--- config.mk ---
export PLATFORM = sky130hd
export DESIGN_NAME = i2cu_recover
export DESIGN_NICKNAME = d
export VERILOG_FILES = /design/src/rtl/i2cu_pkg.sv /design/src/rtl/i2cu_sync.sv /design/src/rtl/i2cu_step_timer.sv /design/src/rtl/i2cu_drive_map.sv /design/src/rtl/i2cu_recover.sv
export SDC_FILE = /design/constraint.sdc
export NUM_CORES = 1
export LEC_CHECK = 0
export BUFFER_PORTS_ARGS = -buffer_cell sky130_fd_sc_hd__clkbuf_2
export CORE_ASPECT_RATIO = 0.9
export CORE_UTILIZATION = 45
export CTS_CLUSTER_DIAMETER = 80
export DETAILED_ROUTE_END_ITERATION = 10
export GPL_ROUTABILITY_DRIVEN = 0
export GPL_TIMING_DRIVEN = 0
export REMOVE_ABC_BUFFERS = 1
export SYNTH_ARGS = -nofsm -noshare
export SYNTH_HDL_FRONTEND = slang
export SYNTH_HIERARCHICAL = 1
export SYNTH_SLANG_ARGS = --single-unit
--- constraint.sdc ---
create_clock -name clk -period 4.7 [get_ports clk]
set_input_delay 0 -clock clk [delete_from_list [all_inputs] [get_ports clk]]
set_output_delay 0 -clock clk [all_outputs]
set_load 0.005 [all_outputs]
--- src/rtl/i2cu_pkg.sv ---
package i2cu_pkg;

   typedef enum logic [2:0] {
      ST_IDLE,
      ST_PULSE_LO,
      ST_PULSE_HI,
      ST_STEP_DAT_UP,
      ST_STEP_CLK_UP,
      ST_STEP_DAT_DN,
      ST_STEP_CLK_DN,
      ST_FINISH
   } rec_state_e;

endpackage

--- src/rtl/i2cu_sync.sv ---
module i2cu_sync #(
   parameter int             W       = 2,
   parameter int             STAGES  = 2,
   parameter logic [W-1:0]   RST_VAL = '1
) (
   input  logic         clk,
   input  logic         rst_n,
   input  logic [W-1:0] d,
   output logic [W-1:0] q
);

   if (STAGES < 2) begin : g_bad_stages
      $error("i2cu_sync: STAGES must be at least 2");
   end

   for (genvar i = 0; i < W; i++) begin : g_bit
      logic [STAGES-1:0] sh;
      always_ff @(posedge clk or negedge rst_n) begin
         if (!rst_n) sh <= {STAGES{RST_VAL[i]}};
         else        sh <= {sh[STAGES-2:0], d[i]};
      end
      assign q[i] = sh[STAGES-1];
   end

endmodule

--- src/rtl/i2cu_step_timer.sv ---
module i2cu_step_timer #(
   parameter int W = 8
) (
   input  logic         clk,
   input  logic         rst_n,
   input  logic         clear,
   input  logic [W-1:0] limit,
   output logic         expire
);

   logic [W-1:0] cnt;

   // expire on the last cycle of a step: count+1 reaches limit (limit 0 acts as 1)
   assign expire = ({1'b0, cnt} + {{W{1'b0}}, 1'b1}) >= {1'b0, limit};

   always_ff @(posedge clk or negedge rst_n) begin
      if (!rst_n)     cnt <= '0;
      else if (clear) cnt <= '0;
      else            cnt <= cnt + 1'b1;
   end

endmodule

--- src/rtl/i2cu_drive_map.sv ---
module i2cu_drive_map
   import i2cu_pkg::*;
(
   input  rec_state_e st,
   input  logic       later_rep,
   output logic       scl_dl,
   output logic       sda_dl
);

   always_comb begin
      scl_dl = 1'b0;
      sda_dl = 1'b0;
      case (st)
         ST_PULSE_LO:    scl_dl = 1'b1;
         ST_STEP_DAT_UP: scl_dl = later_rep;   // clock still low from previous START
         ST_STEP_DAT_DN: sda_dl = 1'b1;
         ST_STEP_CLK_DN: begin
            scl_dl = 1'b1;
            sda_dl = 1'b1;
         end
         default: ;
      endcase
   end

endmodule

--- src/rtl/i2cu_recover.sv ---
module i2cu_recover
   import i2cu_pkg::*;
#(
   parameter int CW         = 16,
   parameter int ABORT_CYC  = 6200,
   parameter int MAX_PULSES = 16,
   parameter int NUM_STARTS = 5
) (
   input  logic          clk,
   input  logic          rst_n,
   input  logic          start_i,
   input  logic          scl_i,
   input  logic          sda_i,
   input  logic [CW-1:0] half_i,
   output logic          scl_drive_low_o,
   output logic          sda_drive_low_o,
   output logic          busy_o,
   output logic          done_o,
   output logic          error_o
);

   localparam int AW = $clog2(ABORT_CYC + 1);
   localparam int TW = (AW > CW) ? AW : CW;
   localparam int PW = $clog2(MAX_PULSES + 1);
   localparam int RW = $clog2(NUM_STARTS + 1);

   if (ABORT_CYC < 4) begin : g_bad_abort
      $error("i2cu_recover: ABORT_CYC must cover synchronizer latency (>= 4)");
   end
   if (MAX_PULSES < 1) begin : g_bad_pulses
      $error("i2cu_recover: MAX_PULSES must be at least 1");
   end
   if (NUM_STARTS < 1) begin : g_bad_starts
      $error("i2cu_recover: NUM_STARTS must be at least 1");
   end
   if (CW < 1) begin : g_bad_cw
      $error("i2cu_recover: CW must be at least 1");
   end

   rec_state_e    st, st_n;
   logic [PW-1:0] pulses, pulses_n;
   logic [RW-1:0] rep, rep_n;
   logic          err_q, err_n;
   logic          step_clr, expire;
   logic [TW-1:0] limit;
   logic [1:0]    line_s;
   logic          scl_s, sda_s;

   i2cu_sync #(.W(2), .STAGES(2), .RST_VAL(2'b11)) u_sync (
      .clk   (clk),
      .rst_n (rst_n),
      .d     ({scl_i, sda_i}),
      .q     (line_s)
   );
   assign scl_s = line_s[1];
   assign sda_s = line_s[0];

   i2cu_step_timer #(.W(TW)) u_timer (
      .clk    (clk),
      .rst_n  (rst_n),
      .clear  (step_clr),
      .limit  (limit),
      .expire (expire)
   );

   always_comb begin
      st_n     = st;
      pulses_n = pulses;
      rep_n    = rep;
      err_n    = err_q;
      step_clr = 1'b0;
      limit    = TW'(ABORT_CYC);
      case (st)
         ST_IDLE: begin
            step_clr = 1'b1;
            if (start_i) begin
               err_n = 1'b0;
               if (sda_s) begin
                  st_n  = ST_STEP_DAT_UP;
                  rep_n = '0;
               end else begin
                  st_n     = ST_PULSE_LO;
                  pulses_n = '0;
               end
            end
         end
         ST_PULSE_LO: if (expire) begin
            step_clr = 1'b1;
            st_n     = ST_PULSE_HI;
         end
         ST_PULSE_HI: if (expire) begin
            step_clr = 1'b1;
            pulses_n = pulses + PW'(1);
            if (scl_s && sda_s) begin
               st_n  = ST_STEP_DAT_UP;
               rep_n = '0;
            end else if (pulses_n == PW'(MAX_PULSES)) begin
               st_n  = ST_FINISH;
               err_n = 1'b1;
            end else begin
               st_n = ST_PULSE_LO;
            end
         end
         ST_STEP_DAT_UP: begin
            limit = TW'(half_i);
            if (expire) begin
               step_clr = 1'b1;
               st_n     = ST_STEP_CLK_UP;
            end
         end
         ST_STEP_CLK_UP: begin
            limit = TW'(half_i);
            if (expire) begin
               step_clr = 1'b1;
               st_n     = ST_STEP_DAT_DN;
            end
         end
         ST_STEP_DAT_DN: begin
            limit = TW'(half_i);
            if (expire) begin
               step_clr = 1'b1;
               st_n     = ST_STEP_CLK_DN;
            end
         end
         ST_STEP_CLK_DN: begin
            limit = TW'(half_i);
            if (expire) begin
               step_clr = 1'b1;
               if (rep == RW'(NUM_STARTS - 1)) begin
                  st_n = ST_FINISH;
               end else begin
                  rep_n = rep + RW'(1);
                  st_n  = ST_STEP_DAT_UP;
               end
            end
         end
         ST_FINISH: begin
            step_clr = 1'b1;
            st_n     = ST_IDLE;
         end
         default: begin
            step_clr = 1'b1;
            st_n     = ST_IDLE;
         end
      endcase
   end

   always_ff @(posedge clk or negedge rst_n) begin
      if (!rst_n) begin
         st     <= ST_IDLE;
         pulses <= '0;
         rep    <= '0;
         err_q  <= 1'b0;
      end else begin
         st     <= st_n;
         pulses <= pulses_n;
         rep    <= rep_n;
         err_q  <= err_n;
      end
   end

   i2cu_drive_map u_map (
      .st        (st),
      .later_rep (rep != '0),
      .scl_dl    (scl_drive_low_o),
      .sda_dl    (sda_drive_low_o)
   );

   assign busy_o  = (st != ST_IDLE);
   assign done_o  = (st == ST_FINISH);
   assign error_o = err_q;

   // an idle block leaves both lines free
   a_r1_idle_released: assert property (@(posedge clk) disable iff (!rst_n)
      !busy_o |-> (!scl_drive_low_o && !sda_drive_low_o));

   // the pulse count never passes its bound
   a_r5_pulse_bound: assert property (@(posedge clk) disable iff (!rst_n)
      pulses <= PW'(MAX_PULSES));

   // inside a run, the two enables never change in the same cycle
   a_r6_one_line_moves: assert property (@(posedge clk) disable iff (!rst_n)
      (busy_o && !done_o && $past(busy_o)) |->
         !((scl_drive_low_o != $past(scl_drive_low_o)) &&
           (sda_drive_low_o != $past(sda_drive_low_o))));

   // done is a single-cycle strobe that ends the run
   a_r8_done_single: assert property (@(posedge clk) disable iff (!rst_n)
      done_o |=> (!done_o && !busy_o));

   // an accepted start clears error and makes the block busy
   a_r9_error_cleared: assert property (@(posedge clk) disable iff (!rst_n)
      (start_i && !busy_o) |=> (busy_o && !error_o));

   // with no start, an idle block keeps its error result
   a_r9_error_held: assert property (@(posedge clk) disable iff (!rst_n)
      (!busy_o && !start_i) |=> $stable(error_o));

   // a start during a run does not end it
   a_r10_start_ignored: assert property (@(posedge clk) disable iff (!rst_n)
      (start_i && busy_o && !done_o) |=> busy_o);

endmodule

-- Yosys cells after proc, flatten, opt, wreduce, memory -nomap -nowiden
Index checks and enable logic that the tools add are counted.
- reductions and logical operators: 15
- order comparisons: 1
- add/sub/neg operators: 4
- muxes and demuxes: 34
- equal/unequal tests: 22
- operators by type and width (cell ; count):
    3-bit two-way mux ; 16
    16-bit two-way mux ; 2
    2-bit != test, second input constant ; 12
    3-bit case mux with 8 select lines ; 1
    16-bit by 1-bit adder with 17-bit output, second input constant ; 1
    17-bit by 16-bit greater-or-equal comparator with 1-bit output ; 1
    16-bit by 1-bit adder with 16-bit output, second input constant ; 1
    3-bit == test, second input constant ; 5
    5-bit two-way mux ; 3
    7-bit AND reduction ; 2
    5-bit case mux with 2 select lines ; 1
    3-bit case mux with 3 select lines ; 1
    3-bit nonzero test ; 3
    3-bit by 2-bit == test with 1-bit output, second input constant ; 2
    1-bit two-way mux ; 6
    1-bit case mux with 2 select lines ; 3
    2-bit OR reduction ; 3
    6-bit OR reduction ; 1
    5-bit by 1-bit adder with 5-bit output, second input constant ; 1
    5-bit == test, second input constant ; 1
    5-bit AND reduction ; 1
    4-bit AND reduction ; 1
    4-bit OR reduction ; 1
    3-bit by 1-bit adder with 3-bit output, second input constant ; 1
    6 further kinds ; 6
- input bits: 21
- bits in registers: 32
- word-level logic and storage cells: 83
- output and inout bits: 5

-- Longest topological paths before layout
- depth in word-level cells: 7
- mapped depth: 16
- mapped depth without buffers: 14

-- Modules after synthesis
Netlist, hierarchy kept.
- by module, submodules not included (module ; area an instance (µm²) ; sequential area each (µm²) ; times used ; cells an instance):
    i2cu_step_timer ; 1197.4 ; 400.4 ; 1 ; 131
    i2cu_recover ; 928.4 ; 300.3 ; 1 ; 103
    i2cu_sync ; 120.1 ; 105.1 ; 1 ; 6
    i2cu_drive_map ; 40.0 ; 0.0 ; 1 ; 6

-- Worst setup path before layout
Ideal clock, no wire load.
- kind: register to register
- start: register u_timer.cnt[8]
- end: register u_timer.cnt[10]
- arrival: 3.213 ns
- data required time: 4.626 ns
- clock period less this slack: 3.287 ns
- path buffers: 2
- library setup time: 0.074 ns
- path slack: 1.413 ns
- cell stages (with the launch flop): 15
- cell sequence: dfrtp_1 -> and4_1 -> nand3_2 -> or4_4 -> xnor2_2 -> ha_1 -> nand3_1 -> nor2_1 -> o31ai_1 -> o211ai_1 -> or3_1 -> buf_4 -> or3b_1 -> clkbuf_1 -> nor2b_1
- cells in the longest elaborated chain, start to end: 5
- elaborated cells between the ends (all ways): 6
- classes of those cells: add/sub (2); order compare (1); mux (3)
- ends and longest elaborated chain (what ; RTL line ; RTL):
    from (decl) ; i2cu_step_timer.sv:11 ; logic [W-1:0] cnt;
    from (signal assigned) ; i2cu_step_timer.sv:19 ; else cnt <= cnt + 1'b1;
    16-bit by 1-bit adder with 17-bit output ; i2cu_step_timer.sv:14 ; assign expire = ({1'b0, cnt} + {{W{1'b0}}, 1'b1}) >= {1'b0, limit};
    17-bit by 16-bit greater-or-equal comparator with 1-bit output ; i2cu_step_timer.sv:14 ;
    named net expire ; i2cu_recover.sv:44 ; logic step_clr, expire;
    1-bit two-way mux ; - ;
    1-bit case mux with 2 select lines ; i2cu_recover.sv:73 ; case (st)
    named net step_clr ; i2cu_recover.sv:44 ;
    16-bit two-way mux ; i2cu_step_timer.sv:18 ; else if (clear) cnt <= '0;
The timed path passes the listed nets, and every way through them passes these cells.
A chain may end at the register's enable or synchronous reset.

-- Worst setup path in the final report
- start: register st[0]
- end: register u_timer.cnt[15]
- cells in the longest elaborated chain, start to end: 7
- elaborated cells between the ends (all ways): 16
- classes of those cells: order compare (1); eq/ne (7); mux (4); reduce/logical (4)
- ends and longest elaborated chain (what ; RTL line ; RTL):
    from (decl) ; i2cu_recover.sv:40 ; rec_state_e st, st_n;
    from (signal assigned) ; i2cu_recover.sv:155 ; st <= st_n;
    3-bit == test or 3-bit by 2-bit == test with 1-bit output (tied branches) ; i2cu_recover.sv:73 ;
    4-bit OR reduction (no source line) (*) ; - ;
    16-bit two-way mux (*) ; i2cu_recover.sv:73 ;
    named net limit[6] ; i2cu_recover.sv:45 ; logic [TW-1:0] limit;
    17-bit by 16-bit greater-or-equal comparator with 1-bit output (*) ; i2cu_step_timer.sv:14 ;
    named net expire ; i2cu_recover.sv:44 ;
    1-bit two-way mux (*) ; - ;
    1-bit case mux with 2 select lines (*) ; i2cu_recover.sv:73 ;
    named net step_clr ; i2cu_recover.sv:44 ;
    16-bit two-way mux (*) ; i2cu_step_timer.sv:18 ;
Mark *: on every way through the listed nets, which the timed path passes. The rest lies on a longest branch.

==> flow_summary.yaml <==
grt:
  antenna_found_initial: 0
  grt_pass1_vias: 1717
  track_usage: 0.184
  grt_max_degree: 33
  overflow: 0
  grt_pass1_wl_um: 7850
sta:
  period_minus_slack_ps: 4160
  setup_viol: 0
  rsz0062_at_grt: "false"
  min_period_over_period: 0.885
  fmax_mhz: 240
  finalSetupTns_ps: 0
  max_slew_margin: 0.464
  fin_skew_ps: 4.84
  drv_slew: 0
  hold_viol: 0
  worst_pin_slew_ps: 804
cells_and_area:
  drive_above_1_share: 0.172
  nets: 315
  final_cells: 339
  finish.utilization: 0.532
  fillCellCount: 461
  area_growth_pct: 13.1
  fin_area_um2: 2590
  diodes: 0
floorplan:
  ioPinCount: 26
  rows: 24
  die_height_um: 69.6
  core_um2: 4860
  die_area_um2: 5370
  initial_core_util: 0.470
  die_w_um: 77.1
yosys:
  synth-seq-cells: 32
  yosysMostFrequentCell: "dfrtp_1"
  yosysTopAreaCellShare: 0.307
  synth_area_um2: 2290
  async_flop_share: 1.00
  ys.flop_type: "dfrtp_1"
  synth_cell_types: 53
  syn_area_per_cell_um2: 9.29
  synth_cells: 246
  synthTopCellsByCount: "dfrtp_1, nor2b_1, ha_1, inv_1, nand2_1"
  synth_area_leaders: "dfrtp_1, ha_1, nor2b_1"
  synth_seq_area_share: 0.352
  yosys_warnings: 6
  synth.largest_area_cell: "dfrtp_1"
  synth-edff-count: 0
cts:
  cts_tree: "built"
  clock_path_buffers: 2
  clk_pin_slew_ps: 70
  cts_sinks: 32
  root_buffer: "clkbuf_8"
  cts_max_level: 2
  cts_made_buffers: 5
  clock_latency_ps: 280
critical_path:
  cp.arrival_ps: 4380
  r2r_slack_ps: 540
  cp.required_ps: 4920
  worstSetupPathType: "flip-flop to flip-flop"
  cp-end-kind: "flip-flop"
  critical_path.startpoint: "st[0]"
  path_max_fanout: 19
  r2r-end: "u_timer/cnt[15]"
  r2r_cells: 12
  start_kind: "flip-flop"
  critical_path.endpoint: "u_timer/cnt[15]"
  timing.rr.start: "st[0]"
route:
  first_pass_iters: 4
  vias: 1739
  drc: 0
  drt-total-wl_um: 4320
  routed-wl-met2_um: 1890
  drt_iter0_markers: 124
  route.met3.wl_um: 106
  ant_nets: 0
  wl_met1_um: 2290
  wire_per_inst_um: 12.7
  viasPerCell: 5.13
  top_layer: "met4"
job:
  maxCapViolCount: 0
status:
  status: "finished clean"
place:
  dp.cells: 328
  dpl_cell_area_um2: 2440
  portBuffers: 25
  place_hpwl_um: 3120
pwr:
  ir_drop_mv: 0.221
  powerDensity_nw_per_um2: 386
  power.leakage_nw: 1.27
min_path:
  min_path_type: "input pin to flip-flop"
## kinds of logic (layout without fill, tap and decap cells)
kind of cell,count (synthesis),count (layout),synth area share
AOI/OAI and AO/OA,40,40,0.115
xor gates and xnor gates,18,18,0.0723
adders and majority gates,21,21,0.115
buffers and inverters,29,57,0.0569
DFF,32,32,0.352
muxes,3,3,0.0142
and+or+nand+nor,103,103,0.274
## critical path: stages (launching register included)
cell and delay (ps):
dfrtp_1 690, nand2_1 210, xor2_2 550, and2b_1 250, inv_1 50, ha_1 240
a21oi_1 150, nor2_1 60, o31ai_1 270, o211ai_1 120, or3_1 530, or3b_1 680
and2b_1 290
## registers in the layout, summed over array words and instances, names as in the netlist
name,count
pulses,5
u_sync/g_bit.sh,4
error_o,1
rep,3
u_timer/cnt,16
st,3
## stage by stage
step | setup WS (ps) | total power [W] | hold WS (ps)
3_5_place_dp | 238 | 0.000740 | 94.6
6_report | 540 | 0.000999 | 113
4_1_cts | 223 | 0.00101 | 105
3_3_place_gp | 258 | 0.000729 | 93.3
5_1_grt | 63.3 | 0.00109 | 156
2_1_floorplan | 1080 | 0.000642 | -296
## worst min-delay path by stage
stage | from | slack (ps) | end | cells past startpoint
global placement | sda_i | 90 | u_sync/g_bit[0].sh[0] | 1
detailed placement | sda_i | 90 | u_sync/g_bit[0].sh[0] | 1
global route | start_i | 160 | error_o | 4
CTS | start_i | 100 | error_o | 4
floorplan | rst_n | -300 | error_o | 0
finish | start_i | 110 | error_o | 4
## routing by layer
| metal | vias up | GRT usage |
|---|---|---|
| met4 | 0 | 0.0377 |
| li1 | 905 | - |
| met3 | 2 | 0.0474 |
| met2 | 26 | 0.275 |
| met5 | - | 0 |
| met1 | 806 | 0.268 |
## cells in the final DEF, fill, tap and decap left out, types with 4 or more instances in the layout
master    count
ha_1         21
nand2_1      14
nand4_1       6
dfrtp_1      28
o21ai_1       5
nor2_1       10
nand3_1       8
xnor2_1      10
a21oi_1      11
or2_1         5
inv_1        21
nor2b_1      26
clkbuf_8      5
xor2_1        6
o21ai_0       6
nand2b_1      4
dfstp_2       4
clkbuf_2     25
## power by group
part / internal (W) / switching [W] / leakage, nW / total, W
clock network: 0.000157 / 0.000104 / 0.0552 / 0.000261
logic: 0.000166 / 0.000193 / 0.813 / 0.000359
registers: 0.000316 / 0.0000623 / 0.405 / 0.000379
## what timing repair did
| item | CTS | global route |
|---|---|---|
| buffers inserted | 0 | 0 |
| hold buffers | 3 | 0 |
| setup endpoints to repair | 0 | 24 |
| resized for setup | 0 | 1 |
| endpoints found under the hold margin | 30 | 0 |
## area by class of cell
class	count	area, um^2	share of cell area
clock inverters	2	35.0	0.0135
flip-flops and latches	32	806	0.312
clock buffers	6	72.6	0.0281
repair buffers	28	155	0.0600
well taps	65	81.3	0.0314
inverters	21	78.8	0.0305
multi-input cells	185	1360	0.525
Note: power is estimated with default switching activity, not from simulation.
